**config.mk**
```make
export PLATFORM = sky130hd
export DESIGN_NAME = phase_pwm
export DESIGN_NICKNAME = d
export VERILOG_FILES = /design/src/rtl/phase_pwm_pkg.sv /design/src/rtl/phase_pwm_regs.sv /design/src/rtl/phase_pwm_sync.sv /design/src/rtl/phase_pwm_chan.sv /design/src/rtl/phase_pwm.sv
export SDC_FILE = /design/constraint.sdc
export NUM_CORES = 1
export LEC_CHECK = 0
export BUFFER_PORTS_ARGS = -buffer_cell sky130_fd_sc_hd__buf_2
export CAP_MARGIN = 10
export CORE_UTILIZATION = 30
export CTS_BUF_LIST = sky130_fd_sc_hd__clkbuf_4
export CTS_CLUSTER_DIAMETER = 40
export DETAILED_ROUTE_END_ITERATION = 8
export GPL_ROUTABILITY_DRIVEN = 0
export PLACE_DENSITY_LB_ADDON = 0.15
export SETUP_SLACK_MARGIN = 0.15
export SLEW_MARGIN = 40
export SYNTH_ARGS = -nofsm -noshare
export SYNTH_HDL_FRONTEND = slang
export SYNTH_SLANG_ARGS = --single-unit
```
**constraint.sdc**
```tcl
create_clock -name clk_i -period 6.2 [get_ports clk_i]
set_input_delay 0.93 -clock clk_i [delete_from_list [all_inputs] [get_ports clk_i]]
set_output_delay 0.93 -clock clk_i [all_outputs]
set_load 0.01 [all_outputs]
```
**src/rtl/phase_pwm_pkg.sv**
```systemverilog
package phase_pwm_pkg;
  typedef enum logic [1:0] {
    ADDR_PERIOD = 2'd0,
    ADDR_SHIFT  = 2'd1,
    ADDR_CTRL   = 2'd2
  } reg_addr_e;

  localparam int unsigned N_CH    = 2;
  localparam int unsigned MIN_CMP = 3;
endpackage

```
**src/rtl/phase_pwm_regs.sv**
```systemverilog
module phase_pwm_regs import phase_pwm_pkg::*; #(
  parameter int unsigned CW = 16
) (
  input  logic          clk_i,
  input  logic          rst_ni,
  input  logic          en_i,
  input  logic          wr_en_i,
  input  logic [1:0]    wr_addr_i,
  input  logic [CW-1:0] wr_data_i,
  input  logic          rollover_i,
  output logic [CW-1:0] per_o,
  output logic [CW-1:0] half_o,
  output logic [CW-1:0] shift_o,
  output logic          preload_o
);
  localparam logic [CW-1:0] CMP_FLOOR = CW'(MIN_CMP);

  logic [CW-1:0] per_sh, sh_sh, per_q, sh_q;
  logic [CW-1:0] per_src, sh_src, shift_lim, sh_sat;
  logic          pre_q, wr_per, wr_sh, wr_ctl, load;

  // compare values 1 and 2 are too close to the wrap edge
  function automatic logic [CW-1:0] lift(input logic [CW-1:0] v);
    return (v == CW'(1) || v == CW'(2)) ? CMP_FLOOR : v;
  endfunction

  assign wr_per  = wr_en_i && (wr_addr_i == ADDR_PERIOD);
  assign wr_sh   = wr_en_i && (wr_addr_i == ADDR_SHIFT);
  assign wr_ctl  = wr_en_i && (wr_addr_i == ADDR_CTRL);
  assign per_src = wr_per ? wr_data_i : per_sh;
  assign sh_src  = wr_sh  ? wr_data_i : sh_sh;
  assign load    = !en_i || !pre_q || rollover_i;

  always_ff @(posedge clk_i or negedge rst_ni) begin
    if (!rst_ni) begin
      per_sh <= '1;
      sh_sh  <= '0;
      per_q  <= '1;
      sh_q   <= '0;
      pre_q  <= 1'b1;
    end else begin
      per_sh <= per_src;
      sh_sh  <= sh_src;
      if (wr_ctl) pre_q <= wr_data_i[0];
      if (load) begin
        per_q <= per_src;
        sh_q  <= sh_src;
      end
    end
  end

  assign shift_lim = (per_q == '0) ? '0 : per_q - 1'b1;
  assign sh_sat    = (sh_q > shift_lim) ? shift_lim : sh_q;

  assign per_o     = per_q;
  assign half_o    = lift(per_q >> 1);
  assign shift_o   = lift(sh_sat);
  assign preload_o = pre_q;
endmodule

```
**src/rtl/phase_pwm_sync.sv**
```systemverilog
module phase_pwm_sync #(
  parameter int unsigned CW = 16
) (
  input  logic          clk_i,
  input  logic          rst_ni,
  input  logic          en_i,
  input  logic [CW-1:0] m_cnt_i,
  input  logic [CW-1:0] shift_i,
  input  logic          wrap_i,
  output logic          restart_o
);
  logic hit, done_q;

  assign hit       = en_i && (m_cnt_i == shift_i);
  assign restart_o = hit && !done_q;

  // one restart per master period; cleared at the wrap
  always_ff @(posedge clk_i or negedge rst_ni) begin
    if (!rst_ni)                done_q <= 1'b0;
    else if (!en_i || wrap_i)   done_q <= 1'b0;
    else if (restart_o)         done_q <= 1'b1;
  end
endmodule

```
**src/rtl/phase_pwm_chan.sv**
```systemverilog
module phase_pwm_chan #(
  parameter int unsigned CW     = 16,
  parameter bit          FOLLOW = 1'b0
) (
  input  logic          clk_i,
  input  logic          rst_ni,
  input  logic          en_i,
  input  logic [CW-1:0] per_i,
  input  logic [CW-1:0] half_i,
  input  logic          restart_i,
  output logic [CW-1:0] cnt_o,
  output logic          pwm_o
);
  logic [CW-1:0] cnt_q, cnt_nxt;
  logic          at_end, set_evt, pwm_q;

  assign at_end = (cnt_q >= per_i);

  if (FOLLOW) begin : g_follow
    // restarted only by the master compare; parks at the period otherwise
    assign set_evt = restart_i;
    assign cnt_nxt = restart_i ? '0 : (at_end ? cnt_q : cnt_q + 1'b1);
  end else begin : g_free
    assign set_evt = at_end | restart_i;
    assign cnt_nxt = set_evt ? '0 : cnt_q + 1'b1;
  end

  always_ff @(posedge clk_i or negedge rst_ni) begin
    if (!rst_ni) begin
      cnt_q <= '0;
      pwm_q <= 1'b0;
    end else if (!en_i) begin
      cnt_q <= '0;
      pwm_q <= 1'b0;
    end else begin
      cnt_q <= cnt_nxt;
      if (set_evt && half_i != '0) pwm_q <= 1'b1;
      else if (cnt_q == half_i)    pwm_q <= 1'b0;
    end
  end

  assign cnt_o = cnt_q;
  assign pwm_o = pwm_q;
endmodule

```
**src/rtl/phase_pwm.sv**
```systemverilog
module phase_pwm import phase_pwm_pkg::*; #(
  parameter int unsigned CNT_W = 16
) (
  input  logic             clk_i,
  input  logic             rst_ni,
  input  logic             en_i,
  input  logic             wr_en_i,
  input  logic [1:0]       wr_addr_i,
  input  logic [CNT_W-1:0] wr_data_i,
  output logic             ref_pwm_o,
  output logic             ref_pwm_n_o,
  output logic             sec_pwm_o,
  output logic             sec_pwm_n_o
);
  logic [CNT_W-1:0] per_act, half_cmp, sh_cmp, m_cnt, s_cnt;
  logic             preload, m_wrap, sec_restart;
  logic [N_CH-1:0]  pwm, restart_vec;
  logic [CNT_W-1:0] cnt [N_CH];

  phase_pwm_regs #(.CW(CNT_W)) u_regs (
    .clk_i      (clk_i),
    .rst_ni     (rst_ni),
    .en_i       (en_i),
    .wr_en_i    (wr_en_i),
    .wr_addr_i  (wr_addr_i),
    .wr_data_i  (wr_data_i),
    .rollover_i (m_wrap),
    .per_o      (per_act),
    .half_o     (half_cmp),
    .shift_o    (sh_cmp),
    .preload_o  (preload)
  );

  assign m_cnt  = cnt[0];
  assign s_cnt  = cnt[1];
  assign m_wrap = en_i && (m_cnt >= per_act);

  phase_pwm_sync #(.CW(CNT_W)) u_sync (
    .clk_i     (clk_i),
    .rst_ni    (rst_ni),
    .en_i      (en_i),
    .m_cnt_i   (m_cnt),
    .shift_i   (sh_cmp),
    .wrap_i    (m_wrap),
    .restart_o (sec_restart)
  );

  assign restart_vec = {sec_restart, 1'b0};

  for (genvar g = 0; g < N_CH; g++) begin : g_ch
    phase_pwm_chan #(
      .CW     (CNT_W),
      .FOLLOW ((g == 0) ? 1'b0 : 1'b1)
    ) u_ch (
      .clk_i     (clk_i),
      .rst_ni    (rst_ni),
      .en_i      (en_i),
      .per_i     (per_act),
      .half_i    (half_cmp),
      .restart_i (restart_vec[g]),
      .cnt_o     (cnt[g]),
      .pwm_o     (pwm[g])
    );
  end

  assign ref_pwm_o   = pwm[0];
  assign ref_pwm_n_o = ~pwm[0];
  assign sec_pwm_o   = pwm[1];
  assign sec_pwm_n_o = ~pwm[1];
endmodule

```
==> results_dict.tcl <==
set metrics [dict create \
    yosys_warnings 0 \
    wl_per_cell_microns 19.4 \
    critical_path_class "register to register" \
    clock-root-buffer "clkbuf_4" \
    fmax_mhz 181 \
    insertion_delay_ns 0.51 \
    relSlewSlack_pct 48.3 \
    synthMuxAreaShare_pct 11.6 \
    status "completed" \
    crit_required_ns 6.60 \
    power.density_nw_per_um2 277 \
    utilization_pct 32.8 \
    die_area_sq_um 23700 \
    setup_viol 0 \
    io_buffers 25 \
    antenna_found_initial 1 \
    ctsHtreeMaxLevel 3 \
    cts_buffers 9 \
    synth_edf_count 0 \
    synth-compound-area-share_pct 10.9 \
    regToRegEndpoint "g_ch[1].u_ch.cnt_o[1]" \
    synth.yosys.seq_area_share_pct 36.8 \
    first_iter_violations 439 \
    synth_top_area_cell "dfrtp_1" \
    die-width_microns 154 \
    drc_errors 0 \
    synth_simple_gate_area_share_pct 17.9 \
    instances_no_fill 1011 \
    rsz0062_at_grt "false" \
    rrSetupSlack_ns 0.68 \
    cts_hold_buf 0 \
    avgSynthCellArea_sq_um 9.66 \
    cts_buffer_depth 2 \
    synthArstFlopShare_pct 100 \
    hold_class "input pin to async pin" \
    grt_max_degree 53 \
    cp-start-kind "register" \
    finalNetCount 794 \
    path_max_fanout 16 \
    post-route-period-util_pct 89.1 \
    hpwl_microns 14800 \
    finalHoldViolCount 0 \
    cts_tree "done" \
    tightest_slew_ns 0.764 \
    dpl.cell_count 994 \
    design.core.area_sq_um 22600 \
    post-cts-setup-buffer-count 0 \
    clkTransAtPathRegs_ns 0.17 \
    area_growth_pct 7.43 \
    synth_top_area_share_pct 24.2 \
    initial_utilization_pct 30.5 \
    maxCapViolCount 0 \
    vdd_ir_drop_max_uv 140 \
    wirelength_microns 19600 \
    die_y_microns 154 \
    grt_use_total_pct 17.5 \
    yosys_register_bits 100 \
    cts.sinks 100 \
    vias 5443 \
    synth_area_sq_um 6920 \
    grt_first_pass_wirelength_microns 31500 \
    synth.area.top_cells "dfrtp_1, dfstp_2, mux2_2" \
    core.rowCount 55 \
    io-pin-count 26 \
    cp-end-kind "register" \
    synth_xor_xnor_area_share_pct 8.61 \
    antenna_left 0 \
    fin_crit_ns 5.52 \
    cts-resized-gates 0 \
    slew_viol_final 0 \
    rr_startpoint "u_regs.per_o[1]" \
    first_pass_iters 6 \
    synth_top_family_by_area "simple AND/OR/NAND/NOR gates" \
    overflow 0 \
    syn_inst 716 \
    fin_skew_ns 0.0187 \
    leakagePower_nw 3.16 \
    synthAdderAreaFrac_pct 9.55 \
    final.setup.tns_ns 0 \
    yosys-top-cells-count "dfrtp_1, mux2_2, nor2_1, ha_1, nand2_1" \
    arrival_ns 5.93 \
    ys_types 63 \
    ys.flop_type "dfrtp_1" \
    synth_nets 790 \
    worst-r2r-cell-count 19 \
    avgViaCountPerCell 5.38 \
    grt_pass1_vias 5454 \
    drive_gt1_share_pct 22.2 \
]
[through the flow]
step	worst slack [ns]	power, W	hold slack (ns)	cell area (sq um)
6_report	0.676	0.00206	0.421	7430
5_1_grt	0.196	0.00221	0.451	7430
4_1_cts	0.648	0.00208	0.436	7430
3_5_place_dp	0.657	0.00171	0.482	7290
3_3_place_gp	0.818	0.00170	0.475	7280
2_1_floorplan	0.875	0.00148	0.467	6920
[cells by family after synthesis]
family	after synthesis
AOI/OAI and AO/OA	107
xor gates and xnor gates	68
adders and majority gates	53
buffers and inverters	77
DFF	100
muxes	72
and+or+nand+nor	239
[sequential cells by signal, indices dropped and copies added (netlist names)]
register	flops
g_ch.u_ch.cnt_o	32
g_ch.u_ch.pwm_o	2
u_regs.per_o	16
u_regs.per_sh	16
u_regs.preload_o	1
u_regs.sh_q	16
u_regs.sh_sh	16
u_sync.done_q	1
[critical path: stages (launching register included)]
cell and delay, ns:
dfstp_2 0.46, inv_1 0.18, ha_1 0.18, or4b_4 0.50, or4_4 0.51, nor3_1 0.32
nor3_1 0.09, a21oi_1 0.15, ha_1 0.26, a21o_1 0.18, a21o_1 0.17, a2111oi_1 0.54
a31oi_1 0.15, buf_4 0.22, nor4_1 0.31, a41oi_1 0.07, or3_1 0.44, o41ai_4 0.34
buf_4 0.27, nor2_1 0.07
[layout make-up]
cell class | count | area (sq um)
clock inverters | 7 | 72.6
well taps | 285 | 357
diodes | 1 | 2.50
flip-flops and latches | 100 | 2540
fillers | 2325 | 15200
repair buffers | 33 | 188
clock buffers | 9 | 67.6
multi-input cells | 539 | 4060
inverters | 37 | 139
[where the power goes]
| part | internal (W) | switching (W) |
|---|---|---|
| Sequential | 0.000789 | 0.000180 |
| Clock | 0.0000934 | 0.000258 |
| Combinational | 0.000336 | 0.000401 |
| Total | 0.00122 | 0.000839 |
[how the worst max path moves through the flow]
stage | depth (start not counted) | slack (ns) | endpoint | start
final | 19 | 0.68 | g_ch[1].u_ch.cnt_o[1] | u_regs.per_o[1]
after global routing | 19 | 0.20 | g_ch[1].u_ch.cnt_o[0] | u_regs.per_o[1]
after CTS | 19 | 0.65 | g_ch[1].u_ch.cnt_o[1] | u_regs.per_o[1]
after detailed placement | 19 | 0.66 | g_ch[1].u_ch.cnt_o[8] | u_regs.per_o[1]
after global placement | 19 | 0.82 | g_ch[1].u_ch.cnt_o[13] | u_regs.per_o[1]
after floorplan | 20 | 0.87 | g_ch[1].u_ch.cnt_o[6] | u_regs.per_o[1]
[per-layer routing]
metal,up-vias,track usage [%],share of wire [%]
met4,0,6.43,2.0
met5,-,0,0
met1,2661,23.6,47
met3,28,2.87,5.3
met2,169,28.1,46
li1,2585,-,-
[layout by cell type, fill, tap and decap left out, drive strengths merged, types with 3 or more instances in the layout]
cell     n
xnor2   33
and3    11
ha      52
nor4b    4
a211oi   3
a21o    13
dfstp   33
a32o     3
nand3   24
xor2    35
nand4   15
nor2b    3
o21ai   22
a41oi    3
buf     33
a21boi   3
dfrtp   67
nand2b   5
or4      7
clkinv   4
o211ai   5
or4b     3
clkbuf   9
nor3    24
nor2    60
o221ai   3
a31oi    6
a21oi   22
o31ai    4
mux2    67
or3      8
nor4    19
o22ai    4
nand2   42
inv     40
mux2i    5
(Power assumes the default switching activity.)
